### src/rtl/fwd_sb_pkg.sv
package fwd_sb_pkg;

    localparam int CYC_W = 16;

    typedef enum logic [1:0] {
        DOM_INT = 2'd0,
        DOM_VEC = 2'd1,
        DOM_FP  = 2'd2,
        DOM_BAD = 2'd3
    } dom_e;

    localparam logic [1:0] NET_NONE = 2'd3;

    typedef struct packed {
        logic             valid;
        dom_e             dom;
        logic             wide;
        logic [CYC_W-1:0] done;
    } sb_entry_t;

    // add with clamp to all ones
    function automatic logic [CYC_W-1:0] sat_add(input logic [CYC_W-1:0] base,
                                                 input logic [CYC_W-1:0] inc);
        logic [CYC_W:0] sum;
        sum = {1'b0, base} + {1'b0, inc};
        return sum[CYC_W] ? {CYC_W{1'b1}} : sum[CYC_W-1:0];
    endfunction

    // network that carries a given half of a result
    function automatic logic [1:0] half_net(input logic wide, input dom_e dom, input int half);
        if (wide)
            return (half == 0) ? 2'(DOM_FP) : 2'(DOM_VEC);
        return (half == 0) ? 2'(dom) : NET_NONE;
    endfunction

endpackage

### src/rtl/fwd_sb_table.sv
module fwd_sb_table
    import fwd_sb_pkg::*;
#(
    parameter int NUM_TAGS = 32,
    localparam int TAG_W = $clog2(NUM_TAGS)
) (
    input  logic             clk,
    input  logic             rst,
    input  logic             wr_en,
    input  logic [TAG_W-1:0] wr_tag,
    input  sb_entry_t        wr_ent,
    input  logic [TAG_W-1:0] rd_tag,
    output sb_entry_t        rd_ent
);

    sb_entry_t ents [NUM_TAGS];

    for (genvar g = 0; g < NUM_TAGS; g++) begin : g_ent
        always_ff @(posedge clk) begin
            if (rst)
                ents[g] <= '0;
            else if (wr_en && wr_tag == TAG_W'(g))
                ents[g] <= wr_ent;
        end
    end

    assign rd_ent = ents[rd_tag];

endmodule

### src/rtl/fwd_sb_eval.sv
module fwd_sb_eval
    import fwd_sb_pkg::*;
#(
    parameter int XING_PEN = 1
) (
    input  sb_entry_t        ent,
    input  logic [1:0]       cons_dom,
    input  logic [CYC_W-1:0] cur_cyc,
    output logic             ready,
    output logic [CYC_W-1:0] earliest,
    output logic [1:0]       lo_net,
    output logic [1:0]       hi_net,
    output logic             cons_err
);

    localparam int NHALF = 2;
    localparam logic [CYC_W-1:0] PEN = CYC_W'(XING_PEN);

    logic [1:0]       net    [NHALF];
    logic             active [NHALF];
    logic [CYC_W-1:0] arrive [NHALF];

    for (genvar h = 0; h < NHALF; h++) begin : g_half
        always_comb begin
            net[h]    = half_net(ent.wide, ent.dom, h);
            active[h] = (net[h] != NET_NONE);
            arrive[h] = sat_add(ent.done, (net[h] != cons_dom) ? PEN : '0);
        end
    end

    always_comb begin
        cons_err = (cons_dom == 2'(DOM_BAD));
        if (!ent.valid || cons_err) begin
            earliest = '1;
        end else begin
            earliest = arrive[0];
            for (int h = 1; h < NHALF; h++)
                if (active[h] && arrive[h] > earliest)
                    earliest = arrive[h];
        end
        ready  = ent.valid && !cons_err && (cur_cyc >= earliest);
        lo_net = ent.valid ? net[0] : NET_NONE;
        hi_net = ent.valid ? net[1] : NET_NONE;
    end

endmodule

### src/rtl/fwd_scoreboard.sv
module fwd_scoreboard
    import fwd_sb_pkg::*;
#(
    parameter int NUM_TAGS = 32,
    parameter int XING_PEN = 1,
    localparam int TAG_W = $clog2(NUM_TAGS)
) (
    input  logic             clk,
    input  logic             rst,
    input  logic [CYC_W-1:0] cur_cyc,
    input  logic             wr_en,
    input  logic [TAG_W-1:0] wr_tag,
    input  logic [1:0]       wr_dom,
    input  logic             wr_wide,
    input  logic [CYC_W-1:0] wr_done,
    output logic             wr_err,
    input  logic [TAG_W-1:0] rd_tag,
    input  logic [1:0]       rd_dom,
    output logic             rd_ready,
    output logic [CYC_W-1:0] rd_earliest,
    output logic [1:0]       rd_lo_net,
    output logic [1:0]       rd_hi_net,
    output logic             rd_err
);

    sb_entry_t new_ent;
    sb_entry_t look_ent;
    logic      wr_take;

    always_comb begin
        wr_err        = wr_en && (wr_dom == 2'(DOM_BAD));
        wr_take       = wr_en && !wr_err;
        new_ent.valid = 1'b1;
        new_ent.dom   = dom_e'(wr_dom);
        new_ent.wide  = wr_wide;
        new_ent.done  = wr_done;
    end

    fwd_sb_table #(.NUM_TAGS(NUM_TAGS)) u_table (
        .clk    (clk),
        .rst    (rst),
        .wr_en  (wr_take),
        .wr_tag (wr_tag),
        .wr_ent (new_ent),
        .rd_tag (rd_tag),
        .rd_ent (look_ent)
    );

    fwd_sb_eval #(.XING_PEN(XING_PEN)) u_eval (
        .ent      (look_ent),
        .cons_dom (rd_dom),
        .cur_cyc  (cur_cyc),
        .ready    (rd_ready),
        .earliest (rd_earliest),
        .lo_net   (rd_lo_net),
        .hi_net   (rd_hi_net),
        .cons_err (rd_err)
    );

endmodule

### config.mk
export PLATFORM = sky130hd
export DESIGN_NAME = fwd_scoreboard
export DESIGN_NICKNAME = d
export VERILOG_FILES = /design/src/rtl/fwd_sb_pkg.sv /design/src/rtl/fwd_sb_table.sv /design/src/rtl/fwd_sb_eval.sv /design/src/rtl/fwd_scoreboard.sv
export SDC_FILE = /design/constraint.sdc
export NUM_CORES = 1
export LEC_CHECK = 0
export ABC_CLOCK_PERIOD_IN_PS = 7700
export BUFFER_PORTS_ARGS = -buffer_cell sky130_fd_sc_hd__buf_4
export CORE_MARGIN = 10
export CORE_UTILIZATION = 40
export DETAILED_ROUTE_END_ITERATION = 10
export PLACE_DENSITY_LB_ADDON = 0.08
export SYNTH_ARGS = -nofsm -noshare
export SYNTH_HDL_FRONTEND = slang
export SYNTH_SLANG_ARGS = --single-unit
### constraint.sdc
create_clock -name clk -period 7.7 [get_ports clk]
set_input_delay 0 -clock clk [delete_from_list [all_inputs] [get_ports clk]]
set_output_delay 0 -clock clk [all_outputs]
set_load 0.01 [all_outputs]
* Word level (Yosys, flattened, before mapping)
Memory sizes are Yosys's and may differ from the RTL's. Index checks and enable logic that the tools add are counted.
Cells by class: bitwise logic cells 32, muxes and demuxes 143, order comparisons 2, equal/unequal tests 36, add/sub/neg operators 2, reduce and logical (&&, ||, !) cells 42
Operators with widths (count):
- $mux W20 | 32
- $mux W1 | 101
- $eq A5 B5 Y1 const B | 16
- $mux W16 | 4
- $eq A5 B4 Y1 const B | 8
- $logic_and A1 B1 Y1 | 37
- $add A16 B16 Y17 | 2
- $or A1 B1 Y1 | 32
- $eq A5 B3 Y1 const B | 4
- $ge A16 B16 Y1 | 1
- $gt A16 B16 Y1 | 1
- $mux W2 | 6
- $eq A5 B2 Y1 const B | 2
- $eq A5 B1 Y1 const B | 1
- $logic_not A5 Y1 | 1
- $eq A2 B2 Y1 const B | 2
- $ne A2 B2 Y1 | 2
- $logic_not A1 Y1 | 3
- $ne A2 B2 Y1 const B | 1
- $logic_or A1 B1 Y1 | 1
Storage, ports and cells: input port bits 50, memories kept 1, logic and storage cells 258, RAM bits 640, register bits after elaboration 0, output and inout bits 23
Memory list:
- u_table.ents | words 32, bits a word 20, rd ports 1, clocked after memory_dff 0, wr ports 32, RTL line fwd_sb_table.sv:16 | sb_entry_t ents [NUM_TAGS];

* Depth between registers and ports, before layout
An unclocked memory read counts as a cell.
word-level depth 13, gate-level depth with buffers 40

* Cells and area by module
From an unflattened synthesis, not the netlist that was laid out.
Second synthesis, totals: cell total of the unflattened synthesis 2506, area, all modules 32092.0 µm²
By module, submodules not included:
- fwd_sb_table | seq. area each 19218.4 µm², instances 1, cells an instance 2212, area an instance 30108.9 µm²
- fwd_sb_eval | seq. area each 0.0 µm², instances 1, cells an instance 291, area an instance 1961.9 µm²
- fwd_scoreboard | seq. area each 0.0 µm², instances 1, cells an instance 3, area an instance 21.3 µm²

* Worst setup path after synthesis
No wires, ideal clock.
path type in2out, start in rd_tag[0], end out rd_ready, cell stages on the path 38, arrival time 7882 ps, slack -182 ps, cell sequence buf_2 -> buf_2 -> buf_1 -> buf_2 -> mux4_2 -> mux4_2 -> nand2_1 -> nand3_1 -> xnor2_1 -> nand2_1 -> ha_1 -> ha_1 -> buf_1 -> inv_1 -> nor3_1 -> or4b_1 -> buf_2 -> o21ai_0 -> [... 2 more ...] -> a21o_1 -> a221oi_1 -> o21ai_0 -> a221oi_1 -> or3_4 -> buf_6 -> nor3_1 -> o21ai_0 -> ha_1 -> nand2b_1 -> a21o_1 -> a21o_1 -> a21o_1 -> a21o_1 -> a21o_1 -> a21o_1 -> a21oi_1 -> o21ai_0
Between the ends: word-level cells in the longest chain between the ends 13
Ends and longest elaborated chain:
- start: declaration | RTL line fwd_scoreboard.sv:17 | input logic [TAG_W-1:0] rd_tag,
- $mem_v2 Z32 W20 *
- $mux W1 | RTL line fwd_sb_pkg.sv:31 | if (wide)
- $mux W2 | RTL line fwd_sb_pkg.sv:33 | return (half == 0) ? 2'(dom) : NET_NONE;
- $ne A2 B2 Y1 | RTL line fwd_sb_eval.sv:27 | arrive[h] = sat_add(ent.done, (net[h] != cons_dom) ? PEN : '0);
- $mux W1 | RTL line fwd_sb_eval.sv:27
- $add A16 B16 Y17 | RTL line fwd_sb_pkg.sv:25 | sum = {1'b0, base} + {1'b0, inc};
- $mux W16 | RTL line fwd_sb_pkg.sv:26 | return sum[CYC_W] ? {CYC_W{1'b1}} : sum[CYC_W-1:0];
- $gt A16 B16 Y1 | RTL line fwd_sb_eval.sv:38 | if (active[h] && arrive[h] > earliest)
- $logic_and A1 B1 Y1 | RTL line fwd_sb_eval.sv:38
- $mux W16 | RTL line fwd_sb_eval.sv:38
- $mux W16 * | RTL line fwd_sb_eval.sv:33 | if (!ent.valid || cons_err) begin
- named net rd_earliest[0] | RTL line fwd_scoreboard.sv:20 | output logic [CYC_W-1:0] rd_earliest,
- $ge A16 B16 Y1 * | RTL line fwd_sb_eval.sv:41 | ready = ent.valid && !cons_err && (cur_cyc >= earliest);
- $logic_and A1 B1 Y1 * | RTL line fwd_sb_eval.sv:41
- end: declaration | RTL line fwd_scoreboard.sv:19 | output logic rd_ready,
Mark *: on every way through the listed nets, which the timed path passes. The rest lies on a longest branch.

* Worst setup path after layout
start mem u_table.ents[19][17] (netlist bit), end out rd_ready
Between the ends: word-level cells in the longest chain between the ends 12
Ends and longest elaborated chain (RTL line):
- start: declaration | fwd_sb_table.sv:16
- $mem_v2 Z32 W20 *
- $mux W2 * | fwd_sb_pkg.sv:33
- $ne A2 B2 Y1 * | fwd_sb_eval.sv:27
- $mux W1 * | fwd_sb_eval.sv:27
- $add A16 B16 Y17 * | fwd_sb_pkg.sv:25
- $mux W16 * | fwd_sb_pkg.sv:26
- $gt A16 B16 Y1 | fwd_sb_eval.sv:38
- $logic_and A1 B1 Y1 | fwd_sb_eval.sv:38
- $mux W16 * | fwd_sb_eval.sv:38
- $mux W16 * | fwd_sb_eval.sv:33
- $ge A16 B16 Y1 * | fwd_sb_eval.sv:41
- $logic_and A1 B1 Y1 * | fwd_sb_eval.sv:41
Mark *: on every way between the ends. The rest lies on a longest branch, timed or not.

==> flow_metrics.py <==
metrics = {
    "critical_path": {
        "reg2reg_setup_slack_ps": 7130,
        "cp_slowest_cell": "or4_1",
        "cp-end-kind": "primary output",
        "crit_fanout": 5,
        "path_common_cell": "a21o_1",
        "cp_top_family": "multiplexers",
        "rr_startpoint": "u_table.ents[16][19]",
        "critPathLaunchType": "register",
        "reg2reg_depth": 2,
        "worst_ep_required_time_ps": 7700,
        "r2r_end": "u_table.ents[16][19]",
        "critPathKind": "register to primary output",
        "crit_buf_inv": 3,
        "cpPeakStageDelay_ps": 530,
        "critPathArrivalTime_ps": 7360,
    },
    "yosys": {
        "syn_area_per_cell_um2": 14.2,
        "async_reset_ff_share_pct": 0,
        "yosys.area.top_type": "edfxtp_1",
        "synth.area.top_cells": "edfxtp_1 (61%), and2_1 (12%), mux4_2 (7.6%)",
        "yosysWarnings": 0,
        "synth-seq-cells": 640,
        "ys_types": 77,
        "syn-cell-area_mm2": 0.0317,
        "synth_top_cell_area_share_pct": 60.6,
        "synth_fp_nets": 2320,
        "syn_inst": 2234,
        "ys.flop_type": "edfxtp_1",
        "synth-edff-count": 639,
        "seq_area_frac_synth_pct": 60.6,
    },
    "clock_network": {
        "cts_buffers": 72,
        "clockBufferDepth": 3,
        "clk_pin_slew_ps": 60,
        "htree_levels": 3,
        "cts_tree": "done",
        "cts_num_sinks": 640,
        "clk_latency_ps": 610,
        "root_buffer": "clkbuf_16",
    },
    "global_routing": {
        "grt_max_degree": 59,
        "grt_usage_pct": 21.3,
        "grt_pass1_wl_mm": 139,
        "gr-total-overflow": 0,
        "antenna_found_initial": 5,
        "grt_pass1_vias": 19331,
    },
    "die": {
        "coreArea_mm2": 0.0787,
        "die-area_mm2": 0.0909,
        "initial_core_util_pct": 40.2,
        "std_cell_rows": 103,
        "fp.dieW_um": 301,
        "die_y_um": 301,
        "ios": 73,
    },
    "power_and_ir_drop": {
        "p_sw_share_pct": 25.0,
        "power_w": 0.00847,
        "seq_power_share_pct": 48.0,
        "p_leak_nw": 12.9,
        "combPwrFrac_pct": 13.3,
        "cellInternalPower_w": 0.00635,
        "vdd_drop_max_uv": 137,
        "p_clk_share_pct": 38.7,
        "switchingPower_w": 0.00212,
        "powerDensity_mw_per_mm2": 236,
    },
    "min_path": {
        "min_path_cells": 2,
        "hold_path.class": "primary input to register",
        "worstHoldEndpoint": "u_table.ents[15][15]",
        "hp-start": "wr_done[15]",
    },
    "layout": {
        "syn_to_final_growth_pct": 13.4,
        "multi_input_area_mm2": 0.0116,
        "largest_reg_flops": 640,
        "layout_commonest_cell": "edfxtp_1",
        "top_regs": "u_table.ents (640)",
        "drive_above_1_share_pct": 21.2,
        "layout_common_cells": "edfxtp_1 (639), and2_1 (620), buf_4 (177)",
        "fill_cells": 6956,
        "seqCellArea_mm2": 0.0192,
        "regMostFlops": "u_table.ents",
        "nNetsFinal": 2384,
    },
    "routing": {
        "first_iter_violations": 1744,
        "wl_per_cell_um": 28.5,
        "vias_per_cell": 5.55,
        "drc": 0,
        "routed_wl_mm": 96.9,
        "dr.pass1.iters": 5,
        "postRouteAntennaNets": 0,
        "vias": 18874,
    },
    "placement": {
        "dp_hpwl_mm": 60.1,
        "io_buffer_count": 71,
        "place_congestion": 0.907,
    },
    "outcome": {
        "outcome": "completed",
    },
    "sta": {
        "finalCriticalPeriod_ps": 7360,
        "drv_slew": 0,
        "finalHoldViolations": 0,
        "tightest_slew_ps": 1190,
        "relSlewSlack_pct": 20.7,
        "fin_worst_skew_ps": 0,
        "finalSetupViolCount": 0,
        "clock.fmax_mhz": 136,
        "finalSetupTns_ps": 0,
        "min_period_over_period_pct": 95.6,
    },
    "job": {
        "maxCapViolCount": 0,
    },
}
## routing by layer
layer / GRT usage [%] / vias to the layer above / wire length (um)
met5: 0 / - / 0
met4: 7.53 / 0 / 3250
met3: 4.47 / 156 / 7120
met2: 34.6 / 620 / 46500
met1: 27.9 / 9735 / 40000
li1: - / 8363 / -
## cell usage after synthesis, types with 5 or more instances
library cell    n
a21o_1         12
a21oi_1        12
a221oi_1       15
a22o_1         13
a22oi_1        58
and2_1        621
and3_1          9
and4_1          5
buf_1           5
buf_12         11
buf_2          14
buf_4           6
buf_6          20
clkbuf_1      150
edfxtp_1      639
ha_1           36
inv_1          11
mux2_2          8
mux2i_1       126
mux4_1          6
mux4_2        107
nand2_1        55
nand2b_1       10
nand3_1        49
nand3_2        10
nand4_1        10
nor2_1         60
nor2b_1        12
nor3_1         10
o21ai_0        15
o21bai_1       31
or2_2           6
xnor2_1        10
xor2_1          5
## area by class of cell
cell class	instances	area share [%]
timing repair buffer	198	4.41
sequential	640	53.4
inverter	11	0.115
clock buffer	92	5.34
multi-input combinational	1375	32.3
antenna	4	0.0278
tap	1050	3.65
clock inverter	29	0.720
## worst max path at each step
stage | startpoint | to | cells after the start
2_1_floorplan | rd_tag[0] | rd_ready | 38
3_3_place_gp | rd_tag[0] | rd_ready | 30
3_5_place_dp | rd_tag[0] | rd_ready | 34
4_1_cts | u_table.ents[19][17] | rd_ready | 32
5_1_grt | u_table.ents[13][16] | rd_ready | 32
6_report | u_table.ents[19][17] | rd_ready | 30
## cells by family (layout without fill, tap and decap cells)
kind of cell             after synthesis  count (layout)  synth area share (%)
XOR/XNOR                              15              15                 0.415
multiplexers                         250             250                  12.5
adder cells (fa/ha/maj)               36              36                  1.42
AND/OR/NAND/NOR                      882             882                  16.7
other                                  1               5                0.0118
flip-flops                           640             640                  60.6
AO/OA/AOI/OAI                        191             191                  4.53
buffers and inverters                219             330                  3.80
## per-stage QoR
stage / utilization (%) / cell area (um2) / cells / setup slack [ps] / hold WS [ps]
floorplan: - / 31700 / 2234 / 74.7 / 128
global placement: 42.6 / 33500 / 3258 / 503 / 352
detailed placement: 42.6 / 33500 / 3258 / 587 / 352
CTS: 45.5 / 35900 / 3394 / 131 / 0.0772
global route: 45.6 / 35900 / 3395 / -42.9 / 23.7
finish: 45.7 / 35900 / 3399 / 339 / 20.2
## power groups by stage
stage | sequential (W) | combinational (W) | clock, W
final | 0.00407 | 0.00112 | 0.00327
after global routing | 0.00408 | 0.00122 | 0.00345
after CTS | 0.00407 | 0.00112 | 0.00332
after detailed placement | 0.00414 | 0.00111 | 0
after global placement | 0.00413 | 0.00111 | 0
after floorplan | 0.00412 | 0.000660 | 0
## what timing repair did
action / CTS / global route
buffers inserted: 0 / 1
hold endpoints to repair: 311 / 0
resized for setup: 0 / 22
endpoints found under the setup margin: 0 / 1
hold buffers: 15 / 0
No activity file was read; power rests on OpenSTA's default activity.
